**config.mk**
```make
export PLATFORM = sky130hd
export DESIGN_NAME = sc_trap_unit
export DESIGN_NICKNAME = d
export VERILOG_FILES = /design/src/rtl/sc_trap_pkg.sv /design/src/rtl/sc_srr0_calc.sv /design/src/rtl/sc_srr1_filter.sv /design/src/rtl/sc_msr_update.sv /design/src/rtl/sc_trap_unit.sv
export SDC_FILE = /design/constraint.sdc
export NUM_CORES = 1
export LEC_CHECK = 0
export BUFFER_PORTS_ARGS = -buffer_cell sky130_fd_sc_hd__buf_2
export CELL_PAD_IN_SITES_DETAIL_PLACEMENT = 1
export CELL_PAD_IN_SITES_GLOBAL_PLACEMENT = 1
export CORE_AREA = 4 4 136 138
export DETAILED_ROUTE_END_ITERATION = 6
export DIE_AREA = 0 0 140 142
export PLACE_DENSITY = 0.68
export RECOVER_POWER = 25
export SYNTH_ARGS = -nofsm -noshare
export SYNTH_HDL_FRONTEND = slang
export SYNTH_HIERARCHICAL = 1
export SYNTH_SLANG_ARGS = --single-unit
```
**constraint.sdc**
```tcl
create_clock -name vclk -period 4.6
set_input_delay 0.46 -clock vclk [all_inputs]
set_output_delay 0.46 -clock vclk [all_outputs]
set_load 0.01 [all_outputs]
```
**src/rtl/sc_trap_pkg.sv**
```systemverilog
// Shared constants and helpers for the system-call trap unit.
// Assumes a 64-bit machine state word and 32-bit instruction words.
package sc_trap_pkg;

    localparam int XLEN    = 64;
    localparam int ILEN    = 32;
    localparam int OP_W    = 2;
    localparam int INSN_STEP = 4;

    typedef enum logic [OP_W-1:0] {
        OP_IDLE    = 2'd0,
        OP_SYSCALL = 2'd1,
        OP_RETURN  = 2'd2,
        OP_MISC    = 2'd3
    } trap_op_e;

    // LSB-0 positions of machine state bits touched by the trap
    localparam int BIT_HV  = 60;
    localparam int BIT_EE  = 15;
    localparam int BIT_FE0 = 11;
    localparam int BIT_FE1 = 8;
    localparam int BIT_IR  = 5;
    localparam int BIT_DR  = 4;
    localparam int BIT_RI  = 1;

    // Level field inside the instruction word (LSB-0)
    localparam int LEV_LSB = 5;
    localparam int LEV_W   = 7;
    localparam logic [LEV_W-1:0] LEV_HYP = 7'd1;

    // Mask covering big-endian-numbered bits s..e of a W-bit word
    function automatic logic [XLEN-1:0] be_span(input int w, input int s, input int e);
        logic [XLEN-1:0] m;
        m = '0;
        for (int i = 0; i < XLEN; i++) begin
            if (i >= (w-1-e) && i <= (w-1-s)) m[i] = 1'b1;
        end
        return m;
    endfunction

endpackage

```
**src/rtl/sc_srr0_calc.sv**
```systemverilog
// Return-address generator: adds the instruction step to the current
// address with natural modulo-2^W wraparound. Output is zero when idle.
module sc_srr0_calc #(
    parameter int W    = sc_trap_pkg::XLEN,
    parameter int STEP = sc_trap_pkg::INSN_STEP
) (
    input  logic         en,
    input  logic [W-1:0] addr,
    output logic         valid,
    output logic [W-1:0] data
);
    localparam logic [W-1:0] STEP_V = W'(STEP);

    // Select the incremented address or zero
    always_comb begin
        valid = en;
        data  = en ? (addr + STEP_V) : '0;
    end
endmodule

```
**src/rtl/sc_srr1_filter.sv**
```systemverilog
// Saved-state filter: copies the old machine state with two reserved
// ranges (big-endian 33..36 and 42..47) forced to zero. Zero when idle.
module sc_srr1_filter #(
    parameter int W = sc_trap_pkg::XLEN
) (
    input  logic         en,
    input  logic [W-1:0] state_in,
    output logic         valid,
    output logic [W-1:0] data
);
    import sc_trap_pkg::*;

    localparam logic [XLEN-1:0] DROP_MASK = be_span(W, 33, 36) | be_span(W, 42, 47);

    logic [W-1:0] kept;

    // Per-bit keep or drop, chosen by the constant mask
    for (genvar b = 0; b < W; b++) begin : g_bit
        if (DROP_MASK[b]) begin : g_drop
            assign kept[b] = 1'b0;
        end else begin : g_keep
            assign kept[b] = state_in[b];
        end
    end

    // Gate the filtered word by the enable
    always_comb begin
        valid = en;
        data  = en ? kept : '0;
    end
endmodule

```
**src/rtl/sc_msr_update.sv**
```systemverilog
// New machine state builder: clears translate, interrupt-enable,
// exception-mode and recoverable bits, sets hypervisor state from the
// level field. Assumes no alternate-interrupt-location control exists.
module sc_msr_update #(
    parameter int W  = sc_trap_pkg::XLEN,
    parameter int IW = sc_trap_pkg::ILEN
) (
    input  logic          en,
    input  logic [W-1:0]  state_in,
    input  logic [IW-1:0] insn,
    output logic          valid,
    output logic [W-1:0]  data
);
    import sc_trap_pkg::*;

    localparam logic [W-1:0] CLR_MASK = (W'(1) << BIT_IR)  | (W'(1) << BIT_DR)  |
                                        (W'(1) << BIT_FE0) | (W'(1) << BIT_FE1) |
                                        (W'(1) << BIT_EE)  | (W'(1) << BIT_RI)  |
                                        (W'(1) << BIT_HV);

    logic [LEV_W-1:0] level;
    logic             to_hyp;
    logic [W-1:0]     next_state;

    // Extract the level field and decide the hypervisor bit
    always_comb begin
        level  = insn[LEV_LSB +: LEV_W];
        to_hyp = (level == LEV_HYP);
    end

    // Clear the masked bits and insert the hypervisor decision
    always_comb begin
        next_state         = state_in & ~CLR_MASK;
        next_state[BIT_HV] = to_hyp;
    end

    // Gate the result by the enable
    always_comb begin
        valid = en;
        data  = en ? next_state : '0;
    end
endmodule

```
**src/rtl/sc_trap_unit.sv**
```systemverilog
// System-call trap state update, top level. Decodes the operation
// select and drives the three result paths. Purely combinational;
// the caller registers and commits the results.
module sc_trap_unit (
    input  logic [1:0]  op_sel,
    input  logic [63:0] cur_addr,
    input  logic [31:0] insn,
    input  logic [63:0] msr_in,
    output logic        srr0_valid,
    output logic [63:0] srr0_data,
    output logic        srr1_valid,
    output logic [63:0] srr1_data,
    output logic        msr_valid,
    output logic [63:0] msr_data
);
    import sc_trap_pkg::*;

    logic is_sc;

    // Decode the system-call operation
    always_comb begin
        is_sc = (trap_op_e'(op_sel) == OP_SYSCALL);
    end

    sc_srr0_calc #(.W(XLEN), .STEP(INSN_STEP)) u_srr0 (
        .en    (is_sc),
        .addr  (cur_addr),
        .valid (srr0_valid),
        .data  (srr0_data)
    );

    sc_srr1_filter #(.W(XLEN)) u_srr1 (
        .en       (is_sc),
        .state_in (msr_in),
        .valid    (srr1_valid),
        .data     (srr1_data)
    );

    sc_msr_update #(.W(XLEN), .IW(ILEN)) u_msr (
        .en       (is_sc),
        .state_in (msr_in),
        .insn     (insn),
        .valid    (msr_valid),
        .data     (msr_data)
    );
endmodule

```
### Yosys cells after proc, flatten, opt, wreduce, memory -nomap -nowiden

Index checks and enable logic that the tools add are counted.

| storage, ports and cells | value |
|---|---|
| flip-flop bits (word level) | 0 |
| output and inout port bits | 195 |
| input port bits | 162 |
| word-level logic and storage cells | 6 |

| operators by class | value |
|---|---|
| equal/unequal tests | 2 |
| multiplexer cells | 3 |
| $add $sub $neg | 1 |

Operators with widths:

| operator | count |
|---|---|
| two-way mux 64 bit | 3 |
| adder 64 x 3 -> 64 bit, second input constant | 1 |
| == test 7 x 1 -> 1 bit, second input constant | 1 |
| == test 2 x 1 -> 1 bit, second input constant | 1 |

### Logic depth before layout (Yosys ltp)

| depth | value |
|---|---|
| depth after elaboration | 2 |
| mapped depth | 6 |

### Hierarchy

The synthesis kept the hierarchy.

By module, submodules not included:

| module | sequential area each (um^2) | cells an instance | area an instance (um^2) | times used |
|---|---|---|---|---|
| sc_srr0_calc | 0.0 | 289 | 1695.4 | 1 |
| sc_srr1_filter | 0.0 | 71 | 516.7 | 1 |
| sc_msr_update | 0.0 | 74 | 462.9 | 1 |
| sc_trap_unit | 0.0 | 1 | 13.8 | 1 |

### Least setup slack after synthesis

OpenSTA, ideal clock, no wires.

| timing path | value |
|---|---|
| path type | input to output |
| start point | input cur_addr[5] |
| end point | output srr0_data[52] |
| stages | 5 |
| arrival time | 2.005 ns |
| buffers on the path | 0 |
| required time | 4.140 ns |
| slack | 2.135 ns |
| path through | nand3_2 -> nor4_4 -> nand4_1 -> or4_1 -> a21oi_1 |

| between the ends | value |
|---|---|
| word-level cells in the longest chain between the ends | 2 |

Ends and longest elaborated chain:

| element | line | RTL |
|---|---|---|
| start, declared | sc_trap_unit.sv:6 | `input logic [63:0] cur_addr,` |
| adder 64 x 3 -> 64 bit | sc_srr0_calc.sv:17 | `data = en ? (addr + STEP_V) : '0;` |
| two-way mux 64 bit | sc_srr0_calc.sv:17 |  |
| end, declared | sc_trap_unit.sv:10 | `output logic [63:0] srr0_data,` |

No other way between the ends.

### Final worst setup path

| timing path | value |
|---|---|
| start point | input cur_addr[12] |
| end point | output srr0_data[56] |

The elaborated chain is that of the path after synthesis.

==> flow_metrics.env <==
export IMPL_synthCells=435
export IMPL_final_nets=893
export IMPL_hp_class="in -> out"
export IMPL_required_ns=4.14
export IMPL_power_density_nw_per_um2=71.1
export IMPL_period_share_pct=77.4
export IMPL_initial_core_util_pct=15.7
export IMPL_wl_per_cell_um=19.0
export IMPL_crit_path_top_delay_cell="nor4_4"
export IMPL_core_area_um2=17200
export IMPL_whs_ns=1.22
export IMPL_p_leak_nw=2.18
export IMPL_violations="max-capacitance violations, max-slew violations"
export IMPL_synthDistinctLibCells=38
export IMPL_cpPeakStageDelay_ns=0.83
export IMPL_seq_area_frac_synth_pct=0
export IMPL_worstMarginPinSlew_ns=1.86
export IMPL_post_route_util_pct=25.3
export IMPL_cp_cell_sequence="buf_2, nand4_2, nor4_4, nand4_1, or4_1, a21oi_1, buf_2"
export IMPL_io_pin_count=357
export IMPL_synth_top_cell_area_share_pct=15.4
export IMPL_clkbuf_count=0
export IMPL_hold_start="msr_in[17]"
export IMPL_placementRows=48
export IMPL_syn_area_um2=2690
export IMPL_cp_arrival_ns=3.10
export IMPL_yosys_warnings=6
export IMPL_wl_um=18100
export IMPL_finalWorstPathRequiredPeriod_ns=3.56
export IMPL_grt_usage_pct=16.4
export IMPL_fillers=2307
export IMPL_drv_cap=2
export IMPL_dpl_hpwl_um=16000
export IMPL_finalSetupTns_ns=0
export IMPL_status="finished with violations"
export IMPL_viasPerCell=4.37
export IMPL_critical_path_class="in -> out"
export IMPL_synthTopCellsByCount="and2_1 (66), and2_2 (54), nor2_1 (47), nand4_1 (28), nand3_1 (27)"
export IMPL_crit_path_max_fanout=17
export IMPL_grt_pass1_vias=4071
export IMPL_fmax_mhz=281
export IMPL_die_h_um=142
export IMPL_syn_avg_cell_area_um2=6.18
export IMPL_ir_worst_vdd_v=0.0000233
export IMPL_drc=0
export IMPL_slew_headroom_pct=-24.1
export IMPL_first_pass_iters=4
export IMPL_dr_total_vias=4165
export IMPL_placed_cells_incl_taps=953
export IMPL_slew_viol_final=183
export IMPL_die_w_um=140
export IMPL_cts_resized=0
export IMPL_ant_nets=0
export IMPL_critPathLaunchType="primary input"
export IMPL_stdcell_count=954
export IMPL_seqCellArea_um2=0
export IMPL_place_area_um2=4390
export IMPL_setup_viol=0
export IMPL_area_growth_pct=61.3
export IMPL_min_path_cells=3
export IMPL_drive_gt1_share_pct=46.4
export IMPL_seq_cells=0
export IMPL_end_kind="output pin"
export IMPL_multi_input_area_um2=2480
export IMPL_holdBufCountCts=0
export IMPL_grt_setup_unrepaired="no"
export IMPL_crit_path_frequent_cell="buf_2"
export IMPL_grt_overflow=0
export IMPL_drtIter0Drc=95
export IMPL_holdPathEnd="msr_data[17]"
export IMPL_antenna_found_initial=2
export IMPL_synth_area_top_cells="and2_1 (15%), and2_2 (15%), xor2_1 (8.1%), nor2_1 (6.6%), nand4_1 (6.5%)"
export IMPL_die_area_um2=19900
export IMPL_grt_max_degree=126
export IMPL_finalHoldViolCount=0
export IMPL_gp_congestion=0.829
export IMPL_port_buffers=316
export IMPL_final_cell_area_um2=4340
export IMPL_yosysMostFrequentCell="and2_1"
export IMPL_synth_top_area_cell="and2_1"
export IMPL_grt_first_pass_wirelength_um=25400
export IMPL_post_cts_buffers=0
## power by group
group / switching, W / total, W / leakage (nW) / internal, W
Combinational: 0.000180 / 0.000308 / 2.18 / 0.000128
Sequential: 0 / 0 / 0 / 0
Clock: 0 / 0.0000000000291 / 0.00000634 / 0.0000000000291
Total: 0.000180 / 0.000308 / 2.18 / 0.000128
## final cells by class
class | count | area share [%]
multi-input cells | 402 | 57.2
repair buffers | 318 | 35.5
well taps | 225 | 6.49
inverters | 8 | 0.692
diodes | 1 | 0.0577
## worst max path at each step
stage                     slack [ns]         start            end  depth (start not counted)
final                           1.04  cur_addr[12]  srr0_data[56]                          7
after global placement          1.07  cur_addr[12]  srr0_data[56]                          7
after floorplan                 2.14   cur_addr[5]  srr0_data[52]                          5
after detailed placement        1.02  cur_addr[12]  srr0_data[56]                          7
after global routing            0.77  cur_addr[12]  srr0_data[56]                          7
after CTS                       1.00  cur_addr[12]  srr0_data[56]                          7
## through the flow
stage	setup slack [ns]	power, W
2_1_floorplan	2.14	0.000151
3_3_place_gp	1.07	0.000313
3_5_place_dp	1.02	0.000315
4_1_cts	1.00	0.000317
5_1_grt	0.771	0.000341
6_report	1.04	0.000308
## critical path, delay by kind of cell
family,cells,cell delay [ns]
simple gates,4,2.06
buf+inv,2,0.38
compound gates,1,0.19
## placed cells by master (no fill, tap or decap)
master	instances
nor3_2	1
o41ai_1	1
diode_2	1
buf_2	274
mux2i_1	1
nand2_1	24
buf_4	1
xor2_1	25
xnor2_1	11
a21oi_1	21
nand4b_1	1
clkbuf_1	42
and2_2	54
or3_1	18
nor3_1	6
nand3_1	27
conb_1	16
nor4b_1	1
and4_1	2
o31ai_1	4
inv_1	8
ha_1	1
nor2b_4	1
nand3_2	1
nand4bb_1	1
nand4_1	28
nor4_4	3
nand4_2	1
clkbuf_2	1
nor4_2	1
nor2_1	47
or4_1	5
o21a_1	2
and3_1	8
o311ai_1	1
o21ai_0	17
and2_1	66
nand2b_1	1
nor4_1	5
## cells by family after synthesis
kind of cell | after synthesis | share of synthesized area (%)
fa+ha+maj | 1 | 0.465
other cells | 2 | 0.279
simple gates | 302 | 68.1
mux | 1 | 0.372
xor+xnor | 36 | 11.7
buf+inv | 47 | 9.63
compound gates | 46 | 9.40
## layer usage
metal | global-route usage (%) | routed length, um
met4 | 2.60 | 378
met2 | 29.2 | 8820
met1 | 20.0 | 7210
met5 | 0 | 13
met3 | 4.91 | 1690
No activity file was read; power rests on OpenSTA's default activity.
